## src/rtl/trap_vector_unit.sv

```systemverilog
module trap_vector_unit #(
  parameter int XLEN = 32,
  parameter int REG_IDX_W = 5,
  parameter int CAUSE_W = 5,
  parameter int DETAIL_W = 7,
  parameter int FSR_W = 5,
  parameter logic [3:0] RESET_STATUS = 4'b0101
) (
  input  logic                  clk,
  input  logic                  rst,
  input  logic                  ext_brk,
  input  logic                  sw_brk,
  input  logic                  irq,
  input  logic                  usr_trap,
  input  logic [REG_IDX_W-1:0]  usr_reg,
  input  logic                  exc_req,
  input  logic [CAUSE_W-1:0]    exc_cause,
  input  logic [DETAIL_W-1:0]   exc_detail,
  input  logic [XLEN-1:0]       exc_addr,
  input  logic [FSR_W-1:0]      exc_fsr,
  input  logic                  in_dslot,
  input  logic [XLEN-1:0]       br_target,
  input  logic [XLEN-1:0]       cur_pc,
  input  logic                  clr_bip,
  input  logic                  clr_eip,
  output logic                  redirect,
  output logic                  flush,
  output logic [XLEN-1:0]       redirect_pc,
  output logic                  rf_we,
  output logic [REG_IDX_W-1:0]  rf_idx,
  output logic [XLEN-1:0]       rf_data,
  output logic [3:0]            status,
  output logic [XLEN-1:0]       ear,
  output logic [CAUSE_W+DETAIL_W:0] esr,
  output logic [FSR_W-1:0]      fsr,
  output logic [XLEN-1:0]       btr
);
  localparam int ESR_W = CAUSE_W + DETAIL_W + 1;
  localparam logic [XLEN-1:0] VEC_USR = XLEN'(32'h08);
  localparam logic [XLEN-1:0] VEC_IRQ = XLEN'(32'h10);
  localparam logic [XLEN-1:0] VEC_BRK = XLEN'(32'h18);
  localparam logic [XLEN-1:0] VEC_EXC = XLEN'(32'h20);
  localparam int IE = 0, BIP = 1, EE = 2, EIP = 3;

  wire brk_any  = ext_brk | sw_brk;
  wire take_exc = exc_req;
  wire take_brk = !exc_req && brk_any;
  wire take_usr = !exc_req && !brk_any && usr_trap;
  wire irq_ok   = status[IE] && !status[BIP] && !status[EIP];
  wire take_irq = !exc_req && !brk_any && !usr_trap && irq && irq_ok;
  wire take_any = take_exc | take_brk | take_usr | take_irq;

  logic [3:0]           n_status;
  logic [XLEN-1:0]      n_pc, n_data, n_ear, n_btr;
  logic                 n_we;
  logic [REG_IDX_W-1:0] n_idx;
  logic [ESR_W-1:0]     n_esr;
  logic [FSR_W-1:0]     n_fsr;

  always_comb begin
    n_status = status;
    if (clr_bip) n_status[BIP] = 1'b0;
    if (clr_eip) begin
      n_status[EIP] = 1'b0;
      n_status[EE]  = 1'b1;
    end
    n_pc = '0; n_we = 1'b0; n_idx = '0; n_data = '0;
    n_ear = ear; n_esr = esr; n_fsr = fsr; n_btr = btr;
    if (take_exc) begin
      n_pc = VEC_EXC;
      n_status[EE]  = 1'b0;
      n_status[EIP] = 1'b1;
      n_esr = {in_dslot, exc_cause, exc_detail};
      n_ear = exc_addr;
      n_fsr = exc_fsr;
      if (in_dslot) n_btr = br_target;
      else begin
        n_we = 1'b1; n_idx = REG_IDX_W'(17); n_data = cur_pc + XLEN'(4);
      end
    end else if (take_brk) begin
      n_pc = VEC_BRK; n_status[BIP] = 1'b1;
      n_we = 1'b1; n_idx = REG_IDX_W'(16); n_data = cur_pc;
    end else if (take_usr) begin
      n_pc = VEC_USR;
      n_we = 1'b1; n_idx = usr_reg; n_data = cur_pc;
    end else if (take_irq) begin
      n_pc = VEC_IRQ; n_status[IE] = 1'b0;
      n_we = 1'b1; n_idx = REG_IDX_W'(14); n_data = cur_pc;
    end
  end

  always_ff @(posedge clk) begin
    if (rst) begin
      redirect <= 1'b1; redirect_pc <= '0;
      rf_we <= 1'b0; rf_idx <= '0; rf_data <= '0;
      status <= RESET_STATUS;
      ear <= '0; esr <= '0; fsr <= '0; btr <= '0;
    end else begin
      redirect <= take_any; redirect_pc <= n_pc;
      rf_we <= n_we; rf_idx <= n_idx; rf_data <= n_data;
      status <= n_status;
      ear <= n_ear; esr <= n_esr; fsr <= n_fsr; btr <= n_btr;
    end
  end

  assign flush = redirect;

  assert_reset_vector_R1: assert property (@(posedge clk)
    $past(rst) |-> (redirect && redirect_pc == '0 && status == RESET_STATUS && !rf_we));

  assert_irq_refused_R4: assert property (@(posedge clk) disable iff (rst)
    (irq && !exc_req && !brk_any && !usr_trap && (!status[IE] || status[BIP] || status[EIP]))
      |=> !redirect);

  assert_exc_first_R9: assert property (@(posedge clk) disable iff (rst)
    exc_req |=> (redirect && redirect_pc == VEC_EXC && status[EIP] && !status[EE]));

  assert_brk_entry_R5: assert property (@(posedge clk) disable iff (rst)
    (brk_any && !exc_req) |=> (redirect_pc == VEC_BRK && status[BIP] && rf_idx == REG_IDX_W'(16)));

  assert_dslot_no_link_R8: assert property (@(posedge clk) disable iff (rst)
    (exc_req && in_dslot) |=> (!rf_we && btr == $past(br_target) && esr[ESR_W-1]));

  assert_quiet_no_redirect_R10: assert property (@(posedge clk) disable iff (rst)
    (!exc_req && !brk_any && !usr_trap && !irq) |=> !redirect);
endmodule

```

## config.mk

```make
export PLATFORM = sky130hd
export DESIGN_NAME = trap_vector_unit
export DESIGN_NICKNAME = d
export VERILOG_FILES = /design/src/rtl/trap_vector_unit.sv
export SDC_FILE = /design/constraint.sdc
export NUM_CORES = 1
export LEC_CHECK = 0
export BUFFER_PORTS_ARGS = -buffer_cell sky130_fd_sc_hd__buf_2
export CAP_MARGIN = 15
export CORE_MARGIN = 2
export CORE_UTILIZATION = 33
export DETAILED_ROUTE_END_ITERATION = 12
export PLACE_DENSITY = 0.69
export SYNTH_ARGS = -nofsm -noshare
export SYNTH_HDL_FRONTEND = slang
export SYNTH_SLANG_ARGS = --single-unit
```

## constraint.sdc

```tcl
create_clock -name clk -period 2.3 [get_ports clk]
set_input_delay 0.23 -clock clk [delete_from_list [all_inputs] [get_ports clk]]
set_output_delay 0.23 -clock clk [all_outputs]
set_load 0.02 [all_outputs]
```

==> key figures <==
Worst setup path
  – Setup crit start kind: flip-flop
  – Critical path type: reg2reg
  – Crit path DAT: around 2.0 ns
  – Worst path required time: approximately 2.6 ns
  – Crit end category: flip-flop
  – Crit Path Max Fanout: 9

Yosys
  – Synth top area share: 48.8%
  – Synth Instances: 600
  – Fraction of registers with async set/reset: 0%
  – Mapped Avg Cell Area: 8.76 sq um
  – Seq cells post-synth: between 100 and 150
  – Mapped Area: approximately 5300 sq um
  – Dominant cells by area after synthesis: dfxtp_1, mux2i_1, nand2_1
  – Post-synth EDFFs: 0
  – Most used DFF post-synth: dfxtp_1
  – Yosys warns: 0
  – Sequential area share after synthesis: between 40 and 50%
  – Biggest area consumer among synthesized cells: dfxtp_1
  – Yosys cell types: 53

STA
  – Fin Setup TNS: 0 ns
  – Fin crit share: 72.4%
  – Final setup fails: 0
  – Clock Skew: between 0.009 and 0.01 ns
  – Final worst slack: between 0.6 and 0.7 ns
  – Slew @ Worst Pin: around 0.70 ns
  – Final Hold Vio Count: 0
  – Max_slew headroom: roughly 53%
  – Min Tclk post-route: 1.67 ns
  – Fmax: 0.600 GHz
  – RSZ-0062 raised after global routing: false
  – Slew Viols, Final: 0

Layout
  – Area grow syn2layout: 38.2%
  – Final-stage net count: around 1000
  – Layout cells sized above 1: a little over a third
  – N_diodes: 0

Hold path
  – Hold WC Path Type: in2reg

Floorplan
  – Row cnt: between 40 and 50
  – Die height: roughly 130 um
  – Die width: around 130 um
  – Initial core utilization: 33.5%
  – Core Footprint: ~16000 sq um
  – Die Area: approximately 17000 sq um
  – I/O pins: ~290

Route
  – DRT Wirelength: 15.7 mm
  – Number of vias per cell: between 4 and 5
  – 1st-iter DRT viols: roughly 250
  – Post-route antenna net violation count: 0
  – 1st-pass router iterations: 5
  – Drt wl/cell: 14.6 um
  – DRC viols: 0
  – DR vias: between 5000 and 6000

Clock network
  – Sink Count: around 130
  – Depth of the CTS H-tree: 4
  – Cts hold-fix bufs: 0
  – Gates resized, CTS repair: 0
  – Clk buf depth: 2
  – Post-CTS Setup Repair Bufs: 0
  – Clock Pin Slew Worst Setup and Hold Paths: around 0.06 ns
  – TritonCTS clock tree: built
  – CTS Buf Count: 17
  – Clock Latency Late Sink: around 0.4 ns
  – Clock tree root driver cell: clkbuf_16

Global route
  – Total gr overflow: 0
  – Total track usage: between 10% and 20%
  – First-pass GRT wire length: ~22 mm
  – Initial antenna violation count: 0
  – Largest net degree at the start of global routing: 60
  – Vias in the first global route: 4426

Flow run
  – Max-Cap Viols: 0

Power and ir drop
  – Pleak: approximately 3.5 nW
  – Pwr dens: around 830 nW/um^2
  – Worst VDD drop: 0.465 mV

Run status
  – Outcome: complete, no violations

Place
  – Gpl congestion: 0.859
  – Dpl hpwl: 11.5 mm
  – PortBufs: 256
  – Dpl ws: approximately 0.26 ns
## power by group
group | leakage (nW) | switching [mW] | internal [mW]
Clock | 0.301 | 1.03 | 1.76
Sequential | 1.06 | 0.0487 | 2.34
Combinational | 2.16 | 0.518 | 0.293
Total | 3.52 | 1.60 | 4.39
## path summary, 6_finish.rpt
check	startpoint	endpoint	slack, ns	cells past startpoint
setup reg to reg	status[3]	rf_data[17]	0.63	4
hold reg to reg	btr[30]	btr[30]	0.45	2
setup / recovery	status[3]	rf_data[17]	0.63	4
hold / removal	cur_pc[0]	rf_data[0]	0.03	2
## cells in the mapped netlist, types with 3 or more instances
cell type	count
a21o_1	3
a21oi_1	52
a311oi_1	5
a31o_2	3
a31oi_1	12
a32oi_1	5
a41oi_1	5
and2_1	5
and3_1	3
buf_1	3
buf_2	8
buf_4	31
clkbuf_1	28
dfxtp_1	128
inv_1	4
mux2i_1	49
nand2_1	91
nand2b_1	4
nand3_1	7
nand4_1	9
nor2_1	68
nor3_1	16
nor4_1	7
o21ai_0	14
or3_1	5
or4_1	3
## routing by layer
metal	up-vias	GRT usage, %	share of wire [%]
met1	2334	21.6	42
met3	22	5.25	8.5
met2	245	27.6	48
met4	0	7.53	1.4
li1	2535	-	-
met5	-	0	0
## sequential cells by signal, indices dropped and copies added (netlist names)
| register | flops |
|---|---|
| esr | 13 |
| redirect_pc | 3 |
| btr | 32 |
| status | 4 |
| rf_we | 1 |
| rf_idx | 5 |
| fsr | 5 |
| ear | 32 |
| rf_data | 32 |
| flush | 1 |
## per-stage QoR
stage / utilization, % / cells / power (mW) / hold WS, ns / area [sq um]
after floorplan: - / 628 / 2.95 / 0.332 / 5360
after global placement: 42.3 / 1042 / 3.24 / 0.439 / 6640
after detailed placement: 42.3 / 1042 / 3.25 / 0.437 / 6640
after CTS: 46.2 / 1074 / 6.08 / 0.00386 / 7260
after global routing: 46.2 / 1074 / 6.27 / 0.00912 / 7260
final: 46.2 / 1074 / 5.99 / 0.0271 / 7260
## critical path, stage by stage (launching register included)
cell      delay [ns]
dfxtp_1         0.33
nor4bb_1        0.50
o21ai_0         0.33
buf_4           0.27
a31oi_1         0.17
## cell type report
| cell class | count | area (sq um) |
|---|---|---|
| tap | 216 | 270 |
| timing repair buffer | 268 | 1400 |
| fill | 1575 | 8450 |
| clock inverter | 13 | 175 |
| clock buffer | 19 | 443 |
| multi-input combinational | 426 | 2390 |
| inverter | 4 | 15.0 |
| sequential | 128 | 2560 |
## logic make-up (layout without fill, tap and decap cells)
kind of cell	after synthesis	count (layout)	share of synthesized area (%)
muxes	49	49	9.33
DFF	128	128	48.8
other	1	29	0.0713
buffers and inverters	74	304	7.69
AOI/OAI and AO/OA	116	116	13.8
adders and majority gates	1	1	0.238
and+or+nand+nor	231	231	20.1
## cell usage in the layout, fill, tap and decap left out, drive strengths merged, types with 2 or more instances in the layout
master	Yosys	layout
nor2b	2	2
a22o	2	2
a311oi	5	5
a31oi	12	12
inv	4	9
nand2	92	92
a21boi	2	2
conb	1	29
nor2	68	68
clkinv	0	4
a31o	3	3
o311ai	2	2
nand3	7	7
and3	3	3
o31ai	2	2
nor3	16	16
clkbuf	28	19
or4	4	4
a21o	3	3
a41oi	5	5
nand4	10	10
o21ai	14	14
nor4	7	7
nand2b	4	4
a32oi	5	5
mux2i	49	49
or3	5	5
buf	42	268
dfxtp	128	128
bufinv	0	3
a21oi	52	52
a22oi	2	2
and2	5	5
Power figures use the tool's default switching activity.
